File: config.mk
export PLATFORM = sky130hd
export DESIGN_NAME = exc_state_unit
export DESIGN_NICKNAME = d
export VERILOG_FILES = /design/src/rtl/exc_pkg.sv /design/src/rtl/exc_mode_stack.sv /design/src/rtl/exc_pending.sv /design/src/rtl/exc_arbiter.sv /design/src/rtl/exc_state_unit.sv
export SDC_FILE = /design/constraint.sdc
export NUM_CORES = 1
export LEC_CHECK = 0
export CAP_MARGIN = 5
export CORE_MARGIN = 3
export CORE_UTILIZATION = 30
export DETAILED_ROUTE_END_ITERATION = 8
export GPL_TIMING_DRIVEN = 0
export PLACE_DENSITY = 0.61
export SYNTH_ARGS = -nofsm -noshare
export SYNTH_HDL_FRONTEND = slang
export SYNTH_HIERARCHICAL = 1
export SYNTH_SLANG_ARGS = --single-unit
File: constraint.sdc
create_clock -name clk -period 6.4 [get_ports clk]
set_input_delay 1.28 -clock clk [delete_from_list [all_inputs] [get_ports clk]]
set_output_delay 1.28 -clock clk [all_outputs]
set_load 0.02 [all_outputs]
File: src/rtl/exc_pkg.sv
package exc_pkg;
  localparam int NUM_HW   = 5;
  localparam int NUM_SW   = 3;
  localparam int NUM_LVL  = NUM_HW + NUM_SW;
  localparam int STACK_W  = 6;
  localparam int WORD_W   = 8 + NUM_LVL;
  localparam int CODE_W   = 4;
  localparam int CODE_LSB = 2;

  typedef enum logic [1:0] {
    SEL_STATUS = 2'd0,
    SEL_CAUSE  = 2'd1,
    SEL_EPC    = 2'd2
  } wsel_e;

  localparam logic [CODE_W-1:0] CODE_EXT_INT = 4'd0;

  // entering a handler: every pair moves one level deeper, current pair is zeroed
  function automatic logic [STACK_W-1:0] stack_push(input logic [STACK_W-1:0] f);
    return {f[STACK_W-3:0], 2'b00};
  endfunction

  // leaving a handler: deeper pairs move up, the deepest pair is kept
  function automatic logic [STACK_W-1:0] stack_pop(input logic [STACK_W-1:0] f);
    return {f[STACK_W-1:STACK_W-2], f[STACK_W-1:2]};
  endfunction
endpackage

File: src/rtl/exc_mode_stack.sv
module exc_mode_stack
  import exc_pkg::*;
#(
  parameter int LVL = NUM_LVL
) (
  input  logic             clk,
  input  logic             rst_n,
  input  logic             push_i,
  input  logic             pop_i,
  input  logic             wr_i,
  input  logic [7+LVL:0]   wdata_i,
  output logic [7+LVL:0]   status_o
);
  localparam int W = 8 + LVL;

  logic [LVL-1:0]     mask_q;
  logic [STACK_W-1:0] frame_q;

  always_ff @(posedge clk) begin
    if (!rst_n) begin
      mask_q  <= '0;
      frame_q <= '0;
    end else if (push_i) begin
      frame_q <= stack_push(frame_q);
    end else if (pop_i) begin
      frame_q <= stack_pop(frame_q);
    end else if (wr_i) begin
      mask_q  <= wdata_i[W-1:8];
      frame_q <= wdata_i[STACK_W-1:0];
    end
  end

  assign status_o = {mask_q, 2'b00, frame_q};
endmodule

File: src/rtl/exc_pending.sv
module exc_pending
  import exc_pkg::*;
#(
  parameter int HW = NUM_HW,
  parameter int SW = NUM_SW
) (
  input  logic             clk,
  input  logic             rst_n,
  input  logic [HW-1:0]    irq_i,
  input  logic             sw_wr_i,
  input  logic [SW-1:0]    sw_data_i,
  input  logic [HW-1:0]    service_i,
  output logic [HW+SW-1:0] pend_o,
  output logic [HW-1:0]    served_o
);
  logic [HW-1:0] hw_q;
  logic [HW-1:0] srv_q;
  logic [SW-1:0] sw_q;

  for (genvar i = 0; i < HW; i++) begin : g_hw
    always_ff @(posedge clk) begin
      if (!rst_n) begin
        hw_q[i]  <= 1'b0;
        srv_q[i] <= 1'b0;
      end else if (irq_i[i]) begin
        hw_q[i]  <= 1'b1;
        srv_q[i] <= srv_q[i] | service_i[i];
      end else if (srv_q[i]) begin
        hw_q[i]  <= 1'b0;
        srv_q[i] <= 1'b0;
      end else begin
        srv_q[i] <= service_i[i];
      end
    end
  end

  always_ff @(posedge clk) begin
    if (!rst_n)       sw_q <= '0;
    else if (sw_wr_i) sw_q <= sw_data_i;
  end

  assign pend_o   = {hw_q, sw_q};
  assign served_o = srv_q;
endmodule

File: src/rtl/exc_arbiter.sv
module exc_arbiter
  import exc_pkg::*;
#(
  parameter int LVL = NUM_LVL
) (
  input  logic           sync_i,
  input  logic           cur_en_i,
  input  logic [LVL-1:0] pend_i,
  input  logic [LVL-1:0] mask_i,
  output logic           take_o,
  output logic           int_take_o,
  output logic [LVL-1:0] live_o
);
  always_comb begin
    live_o     = pend_i & mask_i;
    int_take_o = !sync_i && cur_en_i && (|live_o);
    take_o     = sync_i || int_take_o;
  end
endmodule

File: src/rtl/exc_state_unit.sv
module exc_state_unit
  import exc_pkg::*;
#(
  parameter int AW = 32
) (
  input  logic              clk,
  input  logic              rst_n,
  input  logic [NUM_HW-1:0] irq_i,
  input  logic              sync_i,
  input  logic [CODE_W-1:0] code_i,
  input  logic [AW-1:0]     pc_i,
  input  logic              rfe_i,
  input  logic              wr_i,
  input  logic [1:0]        sel_i,
  input  logic [AW-1:0]     wdata_i,
  output logic              take_o,
  output logic [WORD_W-1:0] status_o,
  output logic [WORD_W-1:0] cause_o,
  output logic [AW-1:0]     epc_o,
  output logic              user_o
);
  logic                wr_status, wr_cause, wr_epc;
  logic                int_take;
  logic [NUM_LVL-1:0]  pend, live;
  logic [NUM_HW-1:0]   served, hw_service;
  logic [CODE_W-1:0]   code_q;
  logic [AW-1:0]       epc_q;

  assign wr_status = wr_i && (sel_i == SEL_STATUS);
  assign wr_cause  = wr_i && (sel_i == SEL_CAUSE);
  assign wr_epc    = wr_i && (sel_i == SEL_EPC);

  exc_arbiter #(.LVL(NUM_LVL)) u_arb (
    .sync_i     (sync_i),
    .cur_en_i   (status_o[0]),
    .pend_i     (pend),
    .mask_i     (status_o[WORD_W-1:8]),
    .take_o     (take_o),
    .int_take_o (int_take),
    .live_o     (live)
  );

  assign hw_service = int_take ? live[NUM_LVL-1:NUM_SW] : '0;

  exc_mode_stack #(.LVL(NUM_LVL)) u_stack (
    .clk      (clk),
    .rst_n    (rst_n),
    .push_i   (take_o),
    .pop_i    (rfe_i),
    .wr_i     (wr_status),
    .wdata_i  (wdata_i[WORD_W-1:0]),
    .status_o (status_o)
  );

  exc_pending #(.HW(NUM_HW), .SW(NUM_SW)) u_pend (
    .clk       (clk),
    .rst_n     (rst_n),
    .irq_i     (irq_i),
    .sw_wr_i   (wr_cause),
    .sw_data_i (wdata_i[8+NUM_SW-1:8]),
    .service_i (hw_service),
    .pend_o    (pend),
    .served_o  (served)
  );

  always_ff @(posedge clk) begin
    if (!rst_n) begin
      code_q <= '0;
      epc_q  <= '0;
    end else if (take_o) begin
      code_q <= sync_i ? code_i : CODE_EXT_INT;
      epc_q  <= pc_i;
    end else if (wr_epc) begin
      epc_q  <= wdata_i;
    end
  end

  assign cause_o = {pend, 2'b00, code_q, 2'b00};
  assign epc_o   = epc_q;
  assign user_o  = status_o[1];
endmodule

==> results of run 1 <==
[registers in the layout, summed over array words and instances, names as in the netlist]
| name | flops |
|---|---|
| epc_o | 32 |
| u_stack/mask_q | 8 |
| u_stack/frame_q | 6 |
| u_pend/pend_o | 5 |
| u_pend/served_o | 5 |
| code_q | 4 |
| u_pend/sw_q | 3 |
[layer usage]
metal  vias to the layer above  GRT usage  part of all wire
met3                         2     0.0588             0.080
met2                        93      0.261              0.48
met5                         -          0                 0
li1                       1391          -                 -
met4                         0     0.0356            0.0039
met1                      1261      0.183              0.43
[critical path, delay by kind of cell]
kind	cells	cell delay, ns
buffers and inverters	2	1.28
AND/OR/NAND/NOR	1	0.30
[cells in the final DEF, fill, tap and decap left out, drive strengths merged]
cell type      instances
clkdlybuf4s50        138
dfxtp                 63
mux2i                 46
o21ai                 44
o211a                 32
buf                   22
clkbuf                17
nor2b                 16
nand2                 14
nand3                 14
and2                  13
conb                   6
nand2b                 5
o21a                   5
a21boi                 4
clkinv                 4
dlygate4sd1            3
nor2                   2
o221ai                 2
a21oi                  2
and3b                  2
or2                    2
nor3b                  1
clkinvlp               1
or4                    1
o41ai                  1
inv                    1
or3b                   1
[cells by family after synthesis]
family | share of synthesized area
AO/OA/AOI/OAI | 0.222
buffers and inverters | 0.0809
other | 0.00244
multiplexers | 0.150
AND/OR/NAND/NOR | 0.135
flip-flops | 0.410
[stage by stage]
stage	utilization	hold WS, ns	worst slack [ns]	power (µW)
after detailed placement	0.470	0.466	2.24	656
after floorplan	-	0.511	3.55	539
final	0.486	0.476	2.25	923
after global placement	0.470	0.454	2.26	654
after CTS	0.486	0.478	2.23	939
after global routing	0.486	0.509	2.16	972
[cell type report]
class | instances | area [µm²] | share of cell area
plain buffers | 33 | 245 | 0.0512
clock buffers | 9 | 124 | 0.0259
clock inverters | 5 | 27.5 | 0.00575
inverters | 1 | 3.75 | 0.000783
multi-input cells | 213 | 1580 | 0.330
flip-flops and latches | 63 | 1260 | 0.263
well taps | 133 | 166 | 0.0347
repair buffers | 138 | 1380 | 0.288
[where the power goes]
| group | total [µW] | switching (µW) | internal [µW] |
|---|---|---|---|
| sequential | 427 | 12.6 | 415 |
| clock | 278 | 145 | 133 |
| combinational | 218 | 96.3 | 122 |
[worst min-delay path by stage]
stage / slack, ns / cells past startpoint / end
6_report: 0.48 / 2 / u_stack/mask_q[1]$_SDFFE_PN0P_
5_1_grt: 0.51 / 2 / code_q[0]$_SDFFE_PN0P_
4_1_cts: 0.48 / 2 / code_q[3]$_SDFFE_PN0P_
3_5_place_dp: 0.47 / 2 / code_q[3]$_SDFFE_PN0P_
3_3_place_gp: 0.45 / 2 / code_q[0]$_SDFFE_PN0P_
2_1_floorplan: 0.51 / 2 / u_pend/served_o[0]$_SDFF_PN0_
==> results summary, run 1 <==
During placement, the flow inserted port buffers numbering 138. The worst reg-to-reg path cell count is 9. For the final routed database, the setup TNS stands at 0 ns. The TritonCTS clock tree is yes. The number of standard cells after synthesis is 306. The H-tree depth is 3.

The largest fanout of any net on the critical path is 7. The reported leakage power came out at 0.00210 µW. The reg-to-reg setup timing slack came out at 3.66 ns. The synthesized design contains 0 enable-type register cells. The number of iterations in the first detailed-routing pass came out at 4. The filler cell count came out at 957.

After clock tree synthesis, the setup repair step added 0 buffers. The via count of the first global-routing pass came to 2,739. The critical path required time came out at 5.12 ns. The class of the most critical setup path is primary input to primary output. The most used flip-flop cell after synthesis is sky130_fd_sc_hd__dfxtp_1. Buffers inserted to repair hold after CTS numbered 0.

The relative slew slack came out at 0.667. The routability-driven placement congestion ratio came out at 0.724. Dividing the detail-routed wire length by the instance count gives 14.9 µm. The fraction of synthesis flops using an asynchronous set or reset pin came out at 0. After routing the design area is 0.00479 mm².

Dividing the final minimum period by the clock period gives 0.648. The total routing usage reported by global routing came out at 0.154. The I/O pin count came out at 146.

The maximum ir drop on the vdd rail came out at 99.3 µV. The flow ran to the end, and the final reports show no timing, DRC or antenna violations. The number of warnings printed during yosys synthesis came out at 6. For the worst setup path, the data arrival time is 2.87 ns. The number of hold violations in the final report came out at 0. The first global-routing pass estimated 13,800 µm of wire. The synthesized design spends more area on one cell type than any other, namely sky130_fd_sc_hd__dfxtp_1. The register bit count reported by yosys is 63. The final global-route overflow total is 0.

Setup repair after global routing left no endpoint under its margin. The post-cts repair resize count is 0. Of the cells placed in the final design, the portion with a size suffix greater than 1 is 0.108.

The fmax is 0.241 GHz. The clock-pin slew of the registers on the worst-case setup and hold paths came out at 0.06 ns. The first routing iteration left 64 violations. The post-synthesis to final-layout area growth is 55.7%. In this design, the critical path's most frequently occurring cell is sky130_fd_sc_hd__clkdlybuf4s50_1. The detailed router placed 2,747 vias in this run.

The startpoint kind of the worst setup timing path is a primary input. Each instance of the synthesized netlist takes up on average 10.1 µm². The share of the yosys chip area belonging to registers came out at 0.410. The post-route antenna net violation count is 0.

In this run the most critical hold path is launched from u_stack/mask_q[1]$_SDFFE_PN0P_. The power per standard cell area is 193 mW/mm². The endpoint type of the worst setup path is a primary output.

Entering global routing, the biggest net connects 11 pins. By count the netlist is led by sky130_fd_sc_hd__dfxtp_1 (63), sky130_fd_sc_hd__mux2i_1 (46), sky130_fd_sc_hd__o21ai_0 (36). The cell area reported after detailed placement came out at 0.00464 mm².

At the pin with the least slew margin, the transition time is 0.500 ns. In the post-synthesis netlist, the biggest area contributors are sky130_fd_sc_hd__dfxtp_1 (41%), sky130_fd_sc_hd__mux2i_1 (15%), sky130_fd_sc_hd__o211a_1 (10%). The max-slew violation total from the final report is 0. The total of max-cap violations is 0. The insertion delay to the later sink of the worst-skew pair is 0.33 ns. CTS placed an instance of sky130_fd_sc_hd__clkbuf_8 at the clock tree root. The number of library cell types mapped by synthesis came out at 34.

In the post-synthesis netlist, the cell with the most instances is sky130_fd_sc_hd__dfxtp_1. The routed design has 8890 µm of wire. The final non-filler cell total came out at 595.

The post-detailed-route DRC marker count is 0. The half-perimeter wire length after detailed placement came out at 7110 µm. Following the worst setup path forward leads to its endpoint at take_o. The CTS sink count came out at 63.

The number of nets in the final layout came out at 539. The critical path goes through clkdlybuf4s50_1 > nand2b_1 > clkdlybuf4s50_1. The final-report setup violation count came out at 0. The area share of the largest cell type after synthesis came out at 0.410. The overall die area is 0.0115 mm². The largest individual stage delay along the critical path comes from the cell sky130_fd_sc_hd__clkdlybuf4s50_1.

In this run the vertical extent of the chip is 107 µm. The ratio of routed vias to standard cells is 4.62. The maximum root-to-sink buffer count came out at 2. The placement row count came out at 36. The biggest cell delay along the critical path is 0.66 ns.

The core region area is 0.00986 mm². The endpoint identified for the worst register-to-register timing path is epc_o[4]$_SDFFE_PN0P_. From left edge to right edge, the die measures 107 µm. The total CTS buffers is 9. The starting density of the core is 0.312.

The synthesized netlist occupies a cell area of 0.00308 mm². The clock period minus worst slack came out at 4.15 ns. The worst setup path startpoint is sync_i. The count of placed standard cells including taps came out at 581. The initial antenna violation count is 0. Clock skew on the completed layout was measured at 0.00757 ns. In this run the critical register-to-register path is launched from u_pend/pend_o[6]$_SDFFE_PN0P_.

The worst hold path belongs to the class register to register. The antenna diode instance count is 0.
No activity file was read; power rests on OpenSTA's default activity.
==> inputs of run 2 (changes only) <==
--- a/config.mk
+++ b/config.mk
@@ -10,7 +10,7 @@
 export CORE_UTILIZATION = 30
 export DETAILED_ROUTE_END_ITERATION = 8
 export GPL_TIMING_DRIVEN = 0
-export PLACE_DENSITY = 0.61
+export PLACE_DENSITY = 0.63
 export SYNTH_ARGS = -nofsm -noshare
 export SYNTH_HDL_FRONTEND = slang
 export SYNTH_HIERARCHICAL = 1
==> constraint.sdc (replaced) <==
create_clock -name clk -period 3.5 [get_ports clk]
set_input_delay 0.7 -clock clk [delete_from_list [all_inputs] [get_ports clk]]
set_output_delay 0.7 -clock clk [all_outputs]
set_load 0.02 [all_outputs]
==> run 2 against run 1 <==
  * Via count increased by 0.44%
  * Global-route usage rose by 0.47 points
  * Routed wire length grew 2.6%
  * Utilization up 0.20 points
  * Sequential power rose by 83%
  * Sequential cell count unchanged
  * Clock skew down 0.0014 ns
  * Design area up 0.42%
==> results summary, run 2 (same netlist as run 1, synthesis figures left out) <==
The leading cell type in the layout, fill and taps excluded is sky130_fd_sc_hd__clkdlybuf4s50_1 (unchanged). The class of the most critical setup path is register to primary output (was primary input to primary output). The pin count of the biggest net entering global routing was 11 (unchanged). The clock-pin slew of the registers on the worst-case setup and hold paths is 0.07 ns (was 0.06 ns). The least setup slack across all paths after layout came out at 0.333 ns (was 2.25 ns). RSZ-0062 raised after global routing: false (unchanged).

The overall die area came out at 0.0115 mm² (unchanged). The class of the tightest hold or removal check is register to register (unchanged). The antenna diode instance count is 0 (unchanged). The reported leakage power came to 0.00210 µW (about the same). The setup clock skew after layout was 0.00612 ns (was 0.00757 ns). The number of hold violations in the final report was 0 (unchanged). Outcome: completed (unchanged). The post-cts repair resize count came out at 0 (unchanged). The endpoint type of the worst setup path is a primary output (unchanged).

The post-detailed-route DRC marker count came to 0 (unchanged). The number of iterations in the first detailed-routing pass came out at 5 (was 4). The ratio of routed vias to standard cells came out at 4.64 (was 4.62).

The arrival time at the worst endpoint came out at 2.47 ns (was 2.87 ns). The half-perimeter wire length after detailed placement came to 7210 µm (was 7110 µm). The clock tree root buffer cell is sky130_fd_sc_hd__clkbuf_8 (unchanged).

The area of all placed cells without fillers is 0.00481 mm² (was 0.00479 mm²). The power per standard cell area is 360 mW/mm² (was 193 mW/mm²). The cell area reported after detailed placement came out at 0.00464 mm² (unchanged). The routability-driven placement congestion ratio was 0.730 (was 0.724).

The width of the die is 107 µm (unchanged). The placement row count is 36 (unchanged). The TritonCTS clock tree is yes (unchanged). The total CTS buffers was 9 (unchanged). The number of buffer cells added on primary ports came out at 138 (unchanged).

The number of flip-flops in the largest register was 32 (unchanged). The starting density of the core is 0.312 (unchanged). The insertion delay to the later sink of the worst-skew pair came to 0.33 ns (about the same). Dividing the final minimum period by the clock period gives 0.905. The initial DRC count is 97 (was 64). The end-of-flow core utilization is 0.488 (was 0.486). The total of max-cap violations came out at 0 (unchanged).

The CTS sink count came out at 63 (unchanged). The H-tree depth came out at 3 (unchanged). The accumulated negative setup slack is 0 ns (unchanged). The via count of the first global-routing pass is 2,748 (was 2,739). The maximum root-to-sink buffer count came to 2 (unchanged). For this run, the top clock speed supported by timing is 0.316 GHz. The chip height was 107 µm (unchanged). The count of vias placed by the detailed router came out at 2,759 (was 2,747). Highest-count cells in the layout ignoring fill and taps: sky130_fd_sc_hd__clkdlybuf4s50_1 (138), sky130_fd_sc_hd__dfxtp_1 (63), sky130_fd_sc_hd__mux2i_1 (46) (unchanged). The ratio of cells with drive above 1 in the final layout was 0.108 (unchanged).

The critical path required time came out at 2.80 ns (was 5.12 ns). The count of placed standard cells including taps came out at 581 (unchanged). The total routing usage reported by global routing came out at 0.158 (was 0.154). The post-synthesis to final-layout area growth is 56.4% (was 55.7%).

The core region area is 0.00986 mm² (unchanged). The total routed wirelength came out at 9120 µm (was 8890 µm). The number of hold buffers added after cts was 0 (unchanged). The initial antenna violation count is 0 (unchanged).

The worst setup path startpoint is u_pend/pend_o[6]$_SDFFE_PN0P_ (was sync_i). The buffer count from post-CTS setup fixing was 0 (unchanged). The post-route antenna net violation count came out at 0 (unchanged).

The origin of the worst min-delay path is u_stack/mask_q[1]$_SDFFE_PN0P_ (unchanged). The clock period minus worst slack is 3.17 ns. The number of nets in the final layout is 539 (unchanged). The final-report setup violation count is 0 (unchanged).

The startpoint of the most critical register-to-register path was u_pend/pend_o[6]$_SDFFE_PN0P_ (unchanged). The max-slew violation total from the final report was 0 (unchanged). The maximum ir drop on the vdd rail is 182 µV (was 99.3 µV).

The final non-filler cell total was 595 (unchanged). The largest fanout of any net on the critical path is 7 (unchanged). The first-pass GRT wire length came out at 14,400 µm (was 13,800 µm). The post-detailed-route wirelength per cell is 15.3 µm (was 14.9 µm). The I/O pin count came out at 146 (unchanged). The startpoint kind of the worst setup timing path is a register (was primary input). The worst setup slack before clock tree synthesis was 0.418 ns (was 2.24 ns). The final global-route overflow total is 0 (unchanged).
## run 2: changes by cell type in the layout (fill, tap and decap cells not counted), sizes merged
cell      delta
clkinv       -3
clkbuf       +2
clkinvlp     +1
## run 2: worst paths after layout
kind / to / slack [ns] / depth (start not counted)
hold reg to reg: u_stack/mask_q[1]$_SDFFE_PN0P_ / 0.47 / 2
setup / recovery: take_o / 0.33 / 5
setup reg to reg: epc_o[7]$_SDFFE_PN0P_ / 0.74 / 9
hold / removal: u_stack/mask_q[1]$_SDFFE_PN0P_ / 0.47 / 2
## run 2: final cells by class
type,count,area [µm²]
Tap cell,133,166
Multi-Input combinational cell,213,1580
Fill cell,965,5050
Clock inverter,3,20.0
Sequential cell,63,1260
Buffer,33,245
Inverter,1,3.75
Clock buffer,11,151
Timing Repair Buffer,138,1380
## run 2: metal layers
metal / global-route usage / wire length (µm) / vias to the layer above / part of all wire
li1: - / - / 1390 / -
met1: 0.193 / 3900 / 1277 / 0.43
met2: 0.269 / 4440 / 87 / 0.49
met3: 0.0576 / 722 / 5 / 0.079
met4: 0.0301 / 64 / 0 / 0.0070
met5: 0 / 0 / - / 0
## run 2: critical path, stage by stage, from the launching register on
cell	delay (ns)
sky130_fd_sc_hd__dfxtp_1	0.32
sky130_fd_sc_hd__and2_4	0.16
sky130_fd_sc_hd__or4_4	0.53
sky130_fd_sc_hd__o41ai_2	0.30
sky130_fd_sc_hd__nand2b_1	0.24
sky130_fd_sc_hd__clkdlybuf4s50_1	0.59
## run 2: report_power, final
group	switching [µW]	leakage, µW	total [µW]	internal (µW)
registers	23.6	0.000519	782	758
clock network	265	0.0000833	552	286
logic	177	0.00150	400	222
total	466	0.00210	1730	1270
## run 2: through the flow
stage | hold WS [ns] | power, µW
after floorplan | 0.511 | 985
after CTS | 0.473 | 1760
final | 0.471 | 1730
after detailed placement | 0.463 | 1200
after global routing | 0.484 | 1820
after global placement | 0.453 | 1200
==> inputs of run 3 (changes only) <==
--- a/config.mk
+++ b/config.mk
@@ -11,6 +11,7 @@
 export DETAILED_ROUTE_END_ITERATION = 8
 export GPL_TIMING_DRIVEN = 0
 export PLACE_DENSITY = 0.63
+export REMOVE_ABC_BUFFERS = 1
 export SYNTH_ARGS = -nofsm -noshare
 export SYNTH_HDL_FRONTEND = slang
 export SYNTH_HIERARCHICAL = 1
==> run 3 against run 2 <==
  * Clock power up 37%
  * Worst setup slack better by 0.044 ns
  * Clock-buffer cell count up 3
  * Sequential power about the same
  * Critical endpoint is now epc_o[18]$_SDFFE_PN0P_
  * Largest cell class is now multi-input gates
  * Largest power group unchanged
==> results summary, run 3 (same netlist as run 1, synthesis figures left out) <==
The power per standard cell area is 406 mW/mm² (was 360 mW/mm²). The final-report setup violation count came to 0 (unchanged). The post-synthesis to final-layout area growth was 53.1% (was 56.4%). Outcome: completed (unchanged). The ratio of final minimum period to clock period is 0.892 (was 0.905).

The largest fanout of any net on the critical path is 33 (was 7). The post-route antenna net violation count is 0 (unchanged). The number of flip-flops in the largest register came out at 32 (unchanged).

The clock period minus worst slack came out at 3.12 ns (was 3.17 ns). Measured against its own limit, the worst slew margin works out to 0.190. The class of the tightest hold or removal check was register to register (unchanged).

The fmax came out at 0.320 GHz (was 0.316 GHz). The routability-driven placement congestion ratio came out at 0.735 (was 0.730). The number of hold buffers added after cts is 0 (unchanged). The minimum hold slack is 0.465 ns (was 0.471 ns). The setup clock skew after layout is 0.00871 ns (was 0.00612 ns). The width of the die came to 107 µm (unchanged). The via count of the first global-routing pass came out at 2,626 (was 2,748). The total CTS buffers came out at 9 (unchanged). The transition time of the tightest slew-check pin came out at 1.21 ns. The leading cell type in the layout, fill and taps excluded is sky130_fd_sc_hd__clkdlybuf4s50_1 (unchanged). Highest-count cells in the layout ignoring fill and taps: sky130_fd_sc_hd__clkdlybuf4s50_1 (137), sky130_fd_sc_hd__dfxtp_1 (63), sky130_fd_sc_hd__mux2i_1 (46) (was sky130_fd_sc_hd__clkdlybuf4s50_1 (138), sky130_fd_sc_hd__dfxtp_1 (63), sky130_fd_sc_hd__mux2i_1 (46)). RSZ-0062 raised after global routing: false (unchanged).

The maximum root-to-sink buffer count is 2 (unchanged). The max-slew violation total from the final report is 0 (unchanged). The endpoint type of the worst setup path is a register (was primary output). The end-of-flow core utilization is 0.478 (was 0.488). The total routing usage reported by global routing is 0.144 (was 0.158). The number of nets in the final layout is 509 (was 539). The ratio of cells with drive above 1 in the final layout came out at 0.0806 (was 0.108).

The core region area came out at 0.00986 mm² (unchanged). The ratio of routed vias to standard cells is 4.69 (was 4.64). The I/O pin count came out at 146 (unchanged). The arrival time at the worst endpoint is 3.40 ns (was 2.47 ns). The CTS sink count is 63 (unchanged).

The TritonCTS clock tree is yes (unchanged). The maximum ir drop on the vdd rail came out at 204 µV (was 182 µV). The starting density of the core is 0.312 (unchanged). The number of hold violations in the final report is 0 (unchanged). The half-perimeter wire length after detailed placement is 5840 µm (was 7210 µm).

The count of vias placed by the detailed router came out at 2,660 (was 2,759). The final global-route overflow total is 0 (unchanged). The antenna diode instance count is 0 (unchanged). The class of the most critical setup path is primary input to register (was register to primary output).

The count of placed standard cells including taps is 551 (was 581). The startpoint kind of the worst setup timing path was a primary input (was register). The clock tree root buffer cell was sky130_fd_sc_hd__clkbuf_8 (unchanged).

The buffer count from post-CTS setup fixing is 0 (unchanged). The pin count of the biggest net entering global routing is 74 (was 11). The reported leakage power is 0.00204 µW (was 0.00210 µW). The placement row count is 36 (unchanged). The clock-pin slew of the registers on the worst-case setup and hold paths came out at 0.07 ns (about the same). The chip height came to 107 µm (unchanged). The insertion delay to the later sink of the worst-skew pair came out at 0.34 ns (was 0.33 ns).

The final non-filler cell total is 567 (was 595). The H-tree depth is 3 (unchanged). The initial DRC count is 76 (was 97). The critical path required time was 3.77 ns (was 2.80 ns). The number of iterations in the first detailed-routing pass came to 4 (was 5).

The first-pass GRT wire length came out at 13,200 µm (was 14,400 µm). The initial antenna violation count came to 0 (unchanged). The number of buffer cells added on primary ports was 139 (was 138). The post-detailed-route wirelength per cell came out at 14.5 µm (was 15.3 µm).

The filler cell count was 937 (was 965). The overall die area is 0.0115 mm² (unchanged). The total of max-cap violations is 0 (unchanged). The post-detailed-route DRC marker count is 0 (unchanged). The total routed wirelength came out at 8240 µm (was 9120 µm).
==> run 3: changes by cell type in the layout (fill, tap and decap cells not counted), sizes merged <==
| cell | change |
|---|---|
| buf | -19 |
| clkbuf | -5 |
| dlygate4sd1 | -3 |
| bufinv | +2 |
| clkinvlp | -2 |
| clkdlybuf4s50 | -1 |
| clkinv | -1 |
| dlymetal6s2s | +1 |
==> run 3: metrics by stage <==
stage	setup slack (ns)	TNS [ns]	instance area (µm²)	power, µW
final	0.377	0	4710	1910
after global routing	0.0928	0	4710	2000
after CTS	0.0238	0	4700	1950
after detailed placement	-0.0869	-2.46	4450	1180
after global placement	-2.09	-85.74	4400	1180
after floorplan	-0.684	-23.02	2850	959
==> run 3: layout make-up <==
cell class | count | area (µm²) | area share
multi-input combinational | 213 | 1600 | 0.340
clock inverter | 2 | 60.1 | 0.0127
tap | 133 | 166 | 0.0353
timing repair buffer | 141 | 1440 | 0.305
inverter | 1 | 3.75 | 0.000797
clock buffer | 14 | 183 | 0.0388
sequential | 63 | 1260 | 0.268
==> run 3: metal layers <==
layer	vias up	global-route usage	wire length (µm)
met4	0	0.0466	101
met1	1221	0.175	3640
met5	-	0	0
met3	11	0.0552	706
li1	1338	-	-
met2	90	0.233	3790
==> run 3: worst max-delay path: stages <==
cell and delay [ns]:
sky130_fd_sc_hd__clkdlybuf4s50_1 0.43, sky130_fd_sc_hd__and3b_1 1.00, sky130_fd_sc_hd__or2_1 1.02, sky130_fd_sc_hd__o211a_1 0.22
==> run 3: where the power goes <==
group,leakage (µW),internal [µW],switching [µW]
logic,0.00140,209,168
clock network,0.000123,480,278
registers,0.000519,758,22.2
total,0.00204,1450,468
==> run 3: path summary, 6_finish.rpt <==
path                                      start                     end  slack, ns  depth (start not counted)
hold reg to reg          code_q[1]$_SDFFE_PN0P_  code_q[1]$_SDFFE_PN0P_       0.47                          2
hold / removal           code_q[1]$_SDFFE_PN0P_  code_q[1]$_SDFFE_PN0P_       0.47                          2
setup reg to reg  u_pend/pend_o[6]$_SDFFE_PN0P_  epc_o[18]$_SDFFE_PN0P_       0.49                          7
setup / recovery                       sel_i[0]  epc_o[18]$_SDFFE_PN0P_       0.38                          4
==> run 3: repair_timing <==
action                                  CTS  global route
hold endpoints to repair                  0             0
endpoints found under the setup margin    0             1
gates resized for setup                   0             2
